<file path="src/rtl/irq_status_mask_pkg.sv">
package irq_status_mask_pkg;
  localparam int StatW = 10;
  localparam int EvtW  = 8;
  localparam logic [StatW-1:0] ClearableBits = 10'h2FF;
  localparam logic [StatW-1:0] MaskResetVal  = 10'h2FF;

  typedef struct packed {
    logic [StatW-1:0] clrBits;
    logic [StatW-1:0] unmaskBits;
    logic [StatW-1:0] maskBits;
  } ctrlStrobes_t;
endpackage

</file>
<file path="src/rtl/irq_status_mask_ctrl.sv">
module irq_status_mask_ctrl
  import irq_status_mask_pkg::*;
#(
  parameter int W = StatW,
  parameter logic [W-1:0] ClrMask = ClearableBits
) (
  input  logic         statusWrEn,
  input  logic [W-1:0] statusWrData,
  input  logic         unmaskWrEn,
  input  logic [W-1:0] unmaskWrData,
  input  logic         maskWrEn,
  input  logic [W-1:0] maskWrData,
  output ctrlStrobes_t strobes
);
  always_comb begin
    strobes.clrBits    = statusWrEn ? (statusWrData & ClrMask) : '0;
    strobes.unmaskBits = unmaskWrEn ? unmaskWrData : '0;
    strobes.maskBits   = maskWrEn   ? maskWrData   : '0;
  end
endmodule

</file>
<file path="src/rtl/irq_status_mask_dp.sv">
module irq_status_mask_dp
  import irq_status_mask_pkg::*;
#(
  parameter int W = StatW,
  parameter int E = EvtW,
  parameter logic [W-1:0] MaskRst = MaskResetVal
) (
  input  logic         clk,
  input  logic         rstN,
  input  logic [E-1:0] eventSet,
  input  ctrlStrobes_t strobes,
  output logic [W-1:0] statusQ,
  output logic [W-1:0] maskQ,
  output logic         irqOut
);
  localparam int PadW = W - E;
  localparam logic [W-1:0] SrcBits = {{PadW{1'b0}}, {E{1'b1}}};

  logic [W-1:0] setVec;
  logic [W-1:0] statusNext;
  logic [W-1:0] maskNext;

  assign setVec = {{PadW{1'b0}}, eventSet};

  genvar i;
  generate
    for (i = 0; i < W; i++) begin : g_bit
      always_comb begin
        statusNext[i] = setVec[i] | (statusQ[i] & ~strobes.clrBits[i]);
        maskNext[i]   = strobes.maskBits[i] | (maskQ[i] & ~strobes.unmaskBits[i]);
      end
    end
  endgenerate

  always_ff @(posedge clk) begin
    if (!rstN) begin
      statusQ <= '0;
      maskQ   <= MaskRst;
      irqOut  <= 1'b0;
    end else begin
      statusQ <= statusNext;
      maskQ   <= maskNext;
      irqOut  <= |(statusQ & ~maskQ);
    end
  end

  assert_set_sticks_R2: assert property (@(posedge clk) disable iff (!rstN)
    1'b1 |=> ((statusQ & $past(setVec)) == $past(setVec)));
  // set also wins over a same-cycle clear (covered by the check above)
  assert_clear_works_R3: assert property (@(posedge clk) disable iff (!rstN)
    1'b1 |=> ((statusQ & $past(strobes.clrBits & ~setVec)) == '0));
  assert_no_source_zero_R4: assert property (@(posedge clk) disable iff (!rstN)
    (statusQ & ~SrcBits) == '0);
  assert_unmask_R5: assert property (@(posedge clk) disable iff (!rstN)
    1'b1 |=> ((maskQ & $past(strobes.unmaskBits & ~strobes.maskBits)) == '0));
  assert_mask_R6: assert property (@(posedge clk) disable iff (!rstN)
    1'b1 |=> ((maskQ & $past(strobes.maskBits)) == $past(strobes.maskBits)));
  assert_irq_settled_R9: assert property (@(posedge clk) disable iff (!rstN)
    ($stable(statusQ) && $stable(maskQ)) |-> (irqOut == |(statusQ & ~maskQ)));
endmodule

</file>
<file path="src/rtl/irq_status_mask.sv">
module irq_status_mask
  import irq_status_mask_pkg::*;
(
  input  logic             clk,
  input  logic             rstN,
  input  logic [EvtW-1:0]  eventSet,
  input  logic             statusWrEn,
  input  logic [StatW-1:0] statusWrData,
  input  logic             unmaskWrEn,
  input  logic [StatW-1:0] unmaskWrData,
  input  logic             maskWrEn,
  input  logic [StatW-1:0] maskWrData,
  output logic [StatW-1:0] statusQ,
  output logic [StatW-1:0] maskQ,
  output logic             irqOut
);
  ctrlStrobes_t strobes;

  irq_status_mask_ctrl #(.W(StatW), .ClrMask(ClearableBits)) u_ctrl (
    .statusWrEn(statusWrEn), .statusWrData(statusWrData),
    .unmaskWrEn(unmaskWrEn), .unmaskWrData(unmaskWrData),
    .maskWrEn(maskWrEn), .maskWrData(maskWrData),
    .strobes(strobes)
  );

  irq_status_mask_dp #(.W(StatW), .E(EvtW), .MaskRst(MaskResetVal)) u_dp (
    .clk(clk), .rstN(rstN), .eventSet(eventSet), .strobes(strobes),
    .statusQ(statusQ), .maskQ(maskQ), .irqOut(irqOut)
  );
endmodule

</file>
<file path="config.mk">
export PLATFORM = sky130hd
export DESIGN_NAME = irq_status_mask
export DESIGN_NICKNAME = d
export VERILOG_FILES = /design/src/rtl/irq_status_mask_pkg.sv /design/src/rtl/irq_status_mask_ctrl.sv /design/src/rtl/irq_status_mask_dp.sv /design/src/rtl/irq_status_mask.sv
export SDC_FILE = /design/constraint.sdc
export NUM_CORES = 1
export LEC_CHECK = 0
export BUFFER_PORTS_ARGS = -buffer_cell sky130_fd_sc_hd__buf_4
export CORE_MARGIN = 3
export CORE_UTILIZATION = 38
export DETAILED_ROUTE_END_ITERATION = 7
export PLACE_DENSITY = 0.79
export SETUP_SLACK_MARGIN = 0.5
export SLEW_MARGIN = 30
export SYNTH_ARGS = -nofsm -noshare
export SYNTH_HDL_FRONTEND = slang
export SYNTH_SLANG_ARGS = --single-unit
</file>
<file path="constraint.sdc">
create_clock -name clk -period 1.2 [get_ports clk]
set_clock_uncertainty 0.05 [all_clocks]
set_input_delay 0.12 -clock clk [delete_from_list [all_inputs] [get_ports clk]]
set_output_delay 0.12 -clock clk [all_outputs]
set_load 0.02 [all_outputs]
</file>
After elaboration in Yosys (flattened, before gate mapping):

Cells that the tools add are included.
W data, S select, Z words.

* multiplexer cells: 3
* bitwise logic cells: 60
* reductions and logical operators: 1

Operators by type and width (count)
* $mux W10: 3
* $and A1 B1 Y1: 20
* $not A1 Y1: 20
* $or A1 B1 Y1: 18
* $and A10 B10 Y10: 1
* $not A10 Y10: 1
* $reduce_or A10 Y1: 1

* flip-flop bits (word level): 21
* word-level logic and storage cells: 67

Depth between registers and ports, before layout:

* depth after elaboration: 4
* depth in mapped cells: 4
* mapped depth without buffers: 3

Modules after synthesis:

Synthesis repeated with hierarchy kept, for this count alone.

* cells, all modules: 107
* area, all modules: 958.4 µm²

By module, submodules not included
* irq_status_mask_dp: instances 1, cells each 76, area an instance 765.7 µm², sequential area each 420.4 µm²
* irq_status_mask_ctrl: instances 1, cells each 31, area an instance 192.7 µm², sequential area each 0.0 µm²

Worst setup path before layout:

Ideal clock, no wire load.

* kind: reg-to-reg
* start point: register u_dp.maskQ[3]
* end point: register u_dp.irqOut
* library setup time: 0.120 ns
* data arrival time: 0.926 ns
* path slack: 0.104 ns
* stages on the path, launching flop included: 4
* buffers on the path: 0
* period minus slack after synthesis: 1.096 ns
* path through: dfxtp_1 -> nand2b_2 -> o221ai_2 -> o31a_1

* longest elaborated chain between the ends: 3

Ends and longest elaborated chain
* start: declaration: RTL line irq_status_mask_dp.sv:13 `output logic [W-1:0] maskQ,`
* start signal: assignment: RTL line irq_status_mask_dp.sv:38 `maskQ <= MaskRst;`
* start signal: assignment: RTL line irq_status_mask_dp.sv:42 `maskQ <= maskNext;`
* $not A10 Y10: RTL line irq_status_mask_dp.sv:43 `irqOut <= |(statusQ & ~maskQ);`
* $and A10 B10 Y10: RTL line irq_status_mask_dp.sv:43
* $reduce_or A10 Y1: RTL line irq_status_mask_dp.sv:43
* end signal: assignment: RTL line irq_status_mask_dp.sv:43
* end: declaration: RTL line irq_status_mask_dp.sv:14 `output logic irqOut`

Every way passes these cells.
A chain may end at the register's enable or synchronous reset.

Worst setup path in the final report:

Same ends and word-level chain as after synthesis.

==> metrics.cfg <==
[clocking]
cts_max_path_buffers = 2
cts_buffers = 3
clock_latency_ps = 300
tritoncts = done
cts-root-buf = clkbuf_4
cts_num_sinks = 20
cts_max_level = 1
cts.clk_slew.worst_paths_ps = 110

[final_layout]
nFillCells = 152
fin_cells = 193
syn2layout_area_growth_pct = 82.7
final_area_um2 = 1490
num_antenna_cells = 0
layout_commonest_cell = buf_4
layout-drive-gt1-share = 0.578
mostFrequentLayoutCells = 43 x buf_4, 37 x nand2_1, 20 x buf_6
multi_input_area_um2 = 405
nNetsFinal = 210
seq_area_um2 = 432

[setup_path]
arrival_ps = 1140
critical_path_class = flip-flop to flip-flop
end_kind = flip-flop
critPathMaxFanout = 3
cp.required_ps = 1350
start_kind = flip-flop

[logic_synthesis]
synth_top_area_share = 0.491
yosys_register_bits = 20
synthTopCellsByArea = dfxtp_1 49%, nand2_1 17%, nor2b_1 6.9%
yosysWarnings = 0
netlist_instances = 105
synth_cell_types = 17
seq_area_frac_synth = 0.491
syn_avg_cell_area_um2 = 7.77
netlist_area_um2 = 816
syn-num-nets = 148
yosysTopAreaCell = dfxtp_1

[detailed_routing]
wl_met2_um = 1340
top_layer = met4
detail_route.first_pass.iterations = 4
num_vias = 915
detail-route-antenna-nets = 0
drt_iter0_markers = 7
drc_errors = 0
drt-vias-per-instance = 4.74
wl_met1_um = 971
dr_wl_met3_um = 164
routed_wl_um = 2520
wl_per_cell_um = 13.1

[floorplan]
placement_rows = 16
die_area_um2 = 2740
die_w_um = 52.3
ioPinCount = 64
chipHeight_um = 52.3
initial_core_util = 0.407
coreArea_um2 = 2000

[power_and_ir_drop]
ir_drop_mv = 0.856
power_switching_w = 0.000402
p_seq_frac = 0.453
power_frac_clock = 0.324
p_leak_nw = 0.730
p_int_w = 0.00126
comb_power_share = 0.223
power_density_nw_per_um2 = 1120
p_total_w = 0.00166
p_sw_frac = 0.242

[sta]
finalCritPeriodShare = 0.826
whs_ps = -76.7
final-setup-viol-count = 0
final_hold_viol_count = 8
rsz0062_at_grt = yes
fin_tns_setup_ps = 0
period_needed_ps = 991
slew_viol_final = 0
fmax_ghz = 1.01

[placed_design]
placed_area_um2 = 1300
place_inst = 187
place.gp.congestion = 0.758
dp_hpwl_um = 1820
port_buffers = 61

[grt]
antenna_found_initial = 0
grt_max_degree = 21
grt_usage = 0.181
grt-ovfl-total = 0
first_global_vias = 877
grt_pass1_wl_um = 3640

[run_status]
violations = hold timing
outcome = finished, violations left

[flow_run]
maxCapViolations = 0

[min_path]
hold_class = input port to flip-flop

==> timing repair <==
item	CTS	global route
hold endpoints to repair	11	10
setup endpoints to repair	21	29
setup buffers	2	0
gates resized for setup	19	11
==> synthesized netlist by cell type <==
| cell type | n |
|---|---|
| nand2_1 | 37 |
| dfxtp_1 | 20 |
| a21oi_1 | 9 |
| nand3_1 | 9 |
| nor2b_1 | 9 |
| buf_2 | 5 |
| inv_1 | 5 |
| nand2b_1 | 2 |
| a22oi_1 | 1 |
| buf_4 | 1 |
| conb_1 | 1 |
| nand2b_2 | 1 |
| o2111ai_1 | 1 |
| o221ai_2 | 1 |
| o22ai_1 | 1 |
| o31a_1 | 1 |
| or2b_1 | 1 |
==> state kept, by name, indices dropped and copies added, names as in the netlist <==
signal        cells
u_dp.irqOut       1
u_dp.maskQ       10
u_dp.statusQ      9
==> power by group through the flow <==
stage | sequential, W | combinational [W] | clock (W)
after global routing | 0.000758 | 0.000400 | 0.000574
after CTS | 0.000748 | 0.000359 | 0.000550
final | 0.000753 | 0.000372 | 0.000539
after global placement | 0.000755 | 0.000324 | 0
after detailed placement | 0.000757 | 0.000329 | 0
after floorplan | 0.000804 | 0.0000989 | 0
==> metal layers <==
layer | track usage | up-vias
met3 | 0.0199 | 4
met2 | 0.333 | 37
met4 | 0.123 | 0
li1 | - | 458
met5 | 0 | -
met1 | 0.188 | 416
==> cells by family after synthesis <==
group / share of synthesized area
buf+inv: 0.0629
compound gates: 0.112
simple gates: 0.330
flops: 0.491
other cells: 0.00460
==> worst max-delay path, cell delays in order (launching register included) <==
cell,delay (ps)
dfxtp_4,370
nand2b_2,120
o221ai_2,80
o31a_1,280
==> final cells by class <==
cell class | instances | share of cell area
multi-input cells | 74 | 0.272
well taps | 27 | 0.0227
clock inverters | 1 | 0.0202
flip-flops and latches | 20 | 0.290
clock buffers | 3 | 0.0151
repair buffers | 63 | 0.368
inverters | 5 | 0.0126
==> final timing paths <==
kind | slack (ps) | startpoint | endpoint | cells past startpoint
worst max-delay path | 210 | u_dp.maskQ[3] | u_dp.irqOut | 3
worst min-delay path | -80 | statusWrData[9] | u_dp.statusQ[9] | 2
worst max register to register | 210 | u_dp.maskQ[3] | u_dp.irqOut | 3
worst min register to register | 420 | u_dp.statusQ[9] | u_dp.statusQ[9] | 2
==> metrics by stage <==
step | worst slack, ps | util
after floorplan | 220 | -
final | 209 | 0.744
after CTS | 210 | 0.719
after detailed placement | 232 | 0.651
after global routing | 182 | 0.744
after global placement | 247 | 0.651
Note: power is estimated with default switching activity, not from simulation.
